==> src/rtl/gtr_pkg.sv <==
package gtr_pkg;
  localparam int WORD_W  = 34;
  localparam int EOP_BIT = 33;
  localparam int VLD_BIT = 32;
  localparam int PATH_W  = 22;
  localparam int CRED_HI = 31;
  localparam int CRED_LO = 27;
  localparam int DQ_HI   = 26;
  localparam int DQ_LO   = 22;

  typedef logic [WORD_W-1:0] word_t;

  typedef enum logic {
    ST_INIT = 1'b0,
    ST_GT   = 1'b1
  } hpu_state_e;
endpackage

==> src/rtl/gtr_in_queue.sv <==
module gtr_in_queue
  import gtr_pkg::*;
(
  input  logic  clk,
  input  logic  rst_n,
  input  word_t in_word,
  input  logic  deq_accept,
  output word_t q_word,
  output logic  q_valid
);
  word_t slot_q;

  // one-flit slot: refilled whenever empty or drained this cycle
  always_ff @(posedge clk) begin
    if (!rst_n)
      slot_q <= '0;
    else if (!slot_q[VLD_BIT] || deq_accept)
      slot_q <= in_word;
  end

  assign q_word  = slot_q;
  assign q_valid = slot_q[VLD_BIT];
endmodule

==> src/rtl/gtr_hpu.sv <==
module gtr_hpu
  import gtr_pkg::*;
#(
  parameter int PW = 3
) (
  input  logic          clk,
  input  logic          rst_n,
  input  word_t         q_word,
  input  logic          q_valid,
  output logic          q_accept,
  output word_t         word_o,
  output logic [PW-1:0] port_o,
  output logic          vld_o
);
  hpu_state_e    state_q, state_n;
  logic [PW-1:0] route_q;
  logic [PW-1:0] port_n;
  word_t         word_n;

  // the header processor never stalls its queue
  assign q_accept = 1'b1;

  always_comb begin
    state_n = state_q;
    port_n  = route_q;
    word_n  = q_word;
    if (q_valid) begin
      if (state_q == ST_INIT) begin
        port_n                = q_word[PW-1:0];
        word_n[PATH_W-1:0]    = q_word[PATH_W-1:0] >> PW;
      end
      state_n = q_word[EOP_BIT] ? ST_INIT : ST_GT;
    end
  end

  always_ff @(posedge clk) begin
    if (!rst_n) begin
      state_q <= ST_INIT;
      route_q <= '0;
      word_o  <= '0;
      port_o  <= '0;
      vld_o   <= 1'b0;
    end else begin
      state_q <= state_n;
      if (q_valid && state_q == ST_INIT)
        route_q <= q_word[PW-1:0];
      word_o  <= q_valid ? word_n : '0;
      port_o  <= port_n;
      vld_o   <= q_valid;
    end
  end
endmodule

==> src/rtl/gtr_onehot.sv <==
module gtr_onehot #(
  parameter int NPORTS = 5,
  parameter int PW     = 3
) (
  input  logic [PW-1:0]     code,
  output logic [NPORTS-1:0] vec
);
  // codes at or above NPORTS match no bit and give all zeros
  for (genvar n = 0; n < NPORTS; n++) begin : g_bit
    assign vec[n] = (code == PW'(n));
  end
endmodule

==> src/rtl/gtr_xbar.sv <==
module gtr_xbar
  import gtr_pkg::*;
#(
  parameter int NPORTS = 5
) (
  input  logic                       clk,
  input  logic                       rst_n,
  input  logic [NPORTS*WORD_W-1:0]   sw_words,
  input  logic [NPORTS*NPORTS-1:0]   sw_sel,
  output logic [NPORTS*WORD_W-1:0]   out_words
);
  logic [NPORTS*WORD_W-1:0] mux_n;

  for (genvar o = 0; o < NPORTS; o++) begin : g_out
    always_comb begin
      mux_n[o*WORD_W +: WORD_W] = '0;
      for (int i = 0; i < NPORTS; i++) begin
        if (sw_sel[i*NPORTS + o])
          mux_n[o*WORD_W +: WORD_W] = mux_n[o*WORD_W +: WORD_W]
                                      | sw_words[i*WORD_W +: WORD_W];
      end
    end
  end

  always_ff @(posedge clk) begin
    if (!rst_n) out_words <= '0;
    else        out_words <= mux_n;
  end
endmodule

==> src/rtl/gtr_router.sv <==
module gtr_router
  import gtr_pkg::*;
#(
  parameter int NPORTS = 5
) (
  input  logic                     clk,
  input  logic                     rst_n,
  input  logic [NPORTS*WORD_W-1:0] in_words,
  output logic [NPORTS*WORD_W-1:0] out_words
);
  localparam int PW = (NPORTS > 1) ? $clog2(NPORTS) : 1;

  logic [NPORTS*WORD_W-1:0] hpu_words;
  logic [NPORTS*NPORTS-1:0] xbar_sel;

  for (genvar i = 0; i < NPORTS; i++) begin : g_in
    word_t         q_word;
    logic          q_valid;
    logic          q_accept;
    logic [PW-1:0] port;
    logic          vld;
    logic [NPORTS-1:0] ohe;

    gtr_in_queue u_queue (
      .clk        (clk),
      .rst_n      (rst_n),
      .in_word    (in_words[i*WORD_W +: WORD_W]),
      .deq_accept (q_accept),
      .q_word     (q_word),
      .q_valid    (q_valid)
    );

    gtr_hpu #(.PW(PW)) u_hpu (
      .clk      (clk),
      .rst_n    (rst_n),
      .q_word   (q_word),
      .q_valid  (q_valid),
      .q_accept (q_accept),
      .word_o   (hpu_words[i*WORD_W +: WORD_W]),
      .port_o   (port),
      .vld_o    (vld)
    );

    gtr_onehot #(.NPORTS(NPORTS), .PW(PW)) u_ohe (
      .code (port),
      .vec  (ohe)
    );

    // reservation: only valid words may claim an output
    assign xbar_sel[i*NPORTS +: NPORTS] = ohe & {NPORTS{vld}};
  end

  gtr_xbar #(.NPORTS(NPORTS)) u_xbar (
    .clk       (clk),
    .rst_n     (rst_n),
    .sw_words  (hpu_words),
    .sw_sel    (xbar_sel),
    .out_words (out_words)
  );
endmodule

==> config.mk <==
export PLATFORM = sky130hd
export DESIGN_NAME = gtr_router
export DESIGN_NICKNAME = d
export VERILOG_FILES = /design/src/rtl/gtr_pkg.sv /design/src/rtl/gtr_in_queue.sv /design/src/rtl/gtr_hpu.sv /design/src/rtl/gtr_onehot.sv /design/src/rtl/gtr_xbar.sv /design/src/rtl/gtr_router.sv
export SDC_FILE = /design/constraint.sdc
export NUM_CORES = 1
export LEC_CHECK = 0
export BUFFER_PORTS_ARGS = -buffer_cell sky130_fd_sc_hd__buf_2
export CORE_UTILIZATION = 39
export CTS_BUF_LIST = sky130_fd_sc_hd__clkbuf_8
export DETAILED_ROUTE_END_ITERATION = 7
export MAX_ROUTING_LAYER = met4
export PLACE_DENSITY = 0.65
export SETUP_SLACK_MARGIN = 0.3
export SYNTH_ARGS = -nofsm -noshare
export SYNTH_HDL_FRONTEND = slang
export SYNTH_SLANG_ARGS = --single-unit
export TNS_END_PERCENT = 1
==> constraint.sdc <==
create_clock -name clk -period 1.4 [get_ports clk]
set_input_delay 0 -clock clk [delete_from_list [all_inputs] [get_ports clk]]
set_output_delay 0 -clock clk [all_outputs]
set_load 0.02 [all_outputs]
==> out/results.tsv <==
metric	value	unit
Inserted Clock Buffers	89	
Crit Path Category	reg -> reg	
# fillers	4150	
Setup WS post-layout	-138	ps
final setup violation count	72	
crit end category	flop	
failing checks	negative setup slack	
first-pass GRT wire length	133000	um
Synth async-reset ratio	0	
CP max-delay cell	dfxtp_2	
drt drc	0	
Post-synth top cells	545 x dfxtp_1, 261 x nor2_1, 257 x o22ai_1, 170 x and2_1, 131 x o31a_1	
GRT Residual Overflow	0	
Clock Latency Late Sink	720	ps
placed cells	3091	
area of the multi-input gates	0.00941	mm^2
RR Endpoint	u_xbar.out_words[47]	
hold_sp	in_words[159]	
Seq/Total Area, Yosys	0.530	
CTS root buf	clkbuf_8	
# IOs	342	
max frequency	650	MHz
row cnt	83	
DR iter-0 viols	2612	
WP data arrival	2160	ps
Final nets	2984	
CP cell instances	buf_12 -> nand2_1 -> o22ai_1 -> o31a_1	
synth-to-layout area growth	50.4	%
top cells by area in the synthesized netlist	dfxtp_1 53%, o22ai_1 7.8%, o31a_1 5.6%	
total track usage	0.348	
Slew @ Worst Pin	884	ps
total power	34.8	mW
die width	232	um
non-filler instance count after layout	3569	
status	finished with violations	
Fin Hold WS	39.8	ps
delay-heaviest family, CP	compound AO/OA/AOI/OAI gates	
PwrDens	1120	mW/mm^2
register area	0.0110	mm^2
layout cells sized above 1	0.298	
WP buf/inv	1	
Fin. Hold Viols	0	
routed vias/inst	5.75	
port bufs	341	
ANT nets after route	0	
Worst R2R Start	g_in[0].u_hpu.vld_o	
period utilization	1.10	
Mapped Nets	2299	
clk sinks	545	
CTS H-tree lvls	3	
Reg2Reg Setup Slack	-140	ps
drt wl/cell	26.5	um
vias in the first global route	19900	
TritonCTS clock tree	yes	
Die ar.	0.0537	mm^2
CP Max Fanout	31	
initial antenna violation count	2	
post-synth top area share	0.530	
via count	20500	
Initial Util	0.398	
RSZ-0062 raised after global routing	yes	
Synth area leader	dfxtp_1	
Rel. slew slack	0.411	
Setup Skew	38.9	ps
pin count of the biggest net entering global routing	84	
# Max-Cap Violations	0	
R2R cell count	4	
total wire length	94700	um
cell with the most instances after synthesis	dfxtp_1	
Hold Crit Class	in -> reg	
core area	0.0517	mm^2
Clock Path Buffers	3	
die height	232	um
Setup WS pre-CTS	-321	ps
synth warn	0	
commonest register cell after synthesis	dfxtp_1	
DP HPWL	61500	um
Yosys reg bits	545	
Yosys cell types	42	
Hold EP	g_in[4].u_queue.q_word[23]	
path length in cells of the critical path	4	
Post-synth EDFFs	0	
drt pass-1 iters	6	
WP data required	2020	ps
Synth Cell Area	0.0206	mm^2
GPL Wtd Cong	0.986	
Pins Over Slew Limit	0	
clk slew on worst S/H paths	70	ps
Setup TNS	-2610	ps
LEAKAGE	12.1	nW
Syn Area/Cell	9.68	um^2
IR drop worst, VDD	0.000960	V
Post-Synthesis Cells	2127	
Final min period	1540	ps
Max stage delay on crit path	480	ps
Startpoint Class	flop	
worst hold path depth	3	
-- per-layer routing --
layer,track usage,up-vias,part of all wire
li1,-,9006,-
met1,0.471,9877,0.42
met2,0.500,1394,0.43
met3,0.0869,260,0.11
met4,0.126,0,0.036
met5,-,-,0
-- timing repair --
| item | in CTS | in global routing |
|---|---|---|
| buffers inserted | 1 | 1 |
| hold buffers | 304 | 0 |
| gates cloned | 2 | 2 |
| endpoints found under the hold margin | 268 | 0 |
| endpoints found under the setup margin | 397 | 510 |
| pin swaps | 4 | 81 |
| gates resized for setup | 43 | 538 |
-- cell usage in the layout, fill, tap and decap left out, types with 4 or more instances in the layout --
cell	synthesis	layout
clkinv_2	0	15
and2_1	170	170
nand2b_1	100	52
clkbuf_8	0	115
mux2i_4	0	4
a22oi_1	37	37
o22ai_2	0	24
and3_1	70	70
dlygate4sd3_1	0	301
a32oi_1	34	34
dfxtp_2	0	63
nand2_1	72	64
nor2b_4	0	4
inv_1	10	28
buf_2	48	171
nand3b_1	40	40
or3b_4	0	5
buf_6	6	135
dfxtp_1	545	466
o31a_1	131	131
a31oi_1	36	35
a211oi_1	5	5
diode_2	0	4
mux2i_1	110	99
dfxtp_4	0	16
nor2_2	0	31
bufinv_16	0	7
nand2_2	0	6
buf_12	0	58
mux2i_2	0	7
nor2b_1	9	4
nor2_1	261	229
buf_4	2	114
o22ai_1	257	231
nand2b_2	0	46
-- how the worst max path moves through the flow --
stage / startpoint / endpoint
3_3_place_gp: g_in[3].u_hpu.vld_o / u_xbar.out_words[66]
5_1_grt: g_in[0].u_hpu.port_o[0] / u_xbar.out_words[95]
3_5_place_dp: g_in[3].u_hpu.vld_o / u_xbar.out_words[66]
6_report: g_in[0].u_hpu.vld_o / u_xbar.out_words[47]
2_1_floorplan: g_in[2].u_hpu.port_o[1] / u_xbar.out_words[10]
4_1_cts: g_in[0].u_hpu.port_o[0] / u_xbar.out_words[73]
-- tightest hold or removal path, cell delays in order --
cell           delay (ps)
dlygate4sd3_1         520
buf_2                  90
and2_1                110
-- state kept, by name (all words and copies together) (netlist names) --
signal / count
g_in.u_hpu.word_o: 165
g_in.u_hpu.route_q: 15
g_in.u_queue.q_word: 170
g_in.u_hpu.vld_o: 5
g_in.u_hpu.port_o: 15
g_in.u_hpu.state_q: 5
u_xbar.out_words: 170
-- final cells by class --
class | instances | area share
diodes | 4 | 0.000323
well taps | 680 | 0.0275
clock buffers | 114 | 0.0507
inverters | 10 | 0.00121
clock inverters | 50 | 0.0148
multi-input cells | 1377 | 0.304
repair buffers | 789 | 0.245
flip-flops and latches | 545 | 0.357
-- per-stage QoR --
step                cell area [um^2]  utilization
finish                         31000        0.599
global route                   31000        0.599
CTS                            29300        0.567
detailed placement             24000        0.465
global placement               24000        0.465
floorplan                      20600            -
-- report_power, final --
part / internal (mW) / leakage, nW / switching (mW) / total [mW]
Clock: 8.73 / 1.12 / 6.87 / 15.6
Sequential: 15.9 / 4.49 / 0.387 / 16.3
Combinational: 1.55 / 6.49 / 1.36 / 2.91
Total: 26.2 / 12.1 / 8.61 / 34.8
-- kinds of logic after synthesis --
family / after synthesis / synth area share
buffers and inverters: 205 / 0.0430
AO/OA/AOI/OAI: 510 / 0.178
flip-flops: 545 / 0.530
multiplexers: 110 / 0.0535
AND/OR/NAND/NOR: 757 / 0.196
No activity file was read; power rests on OpenSTA's default activity.
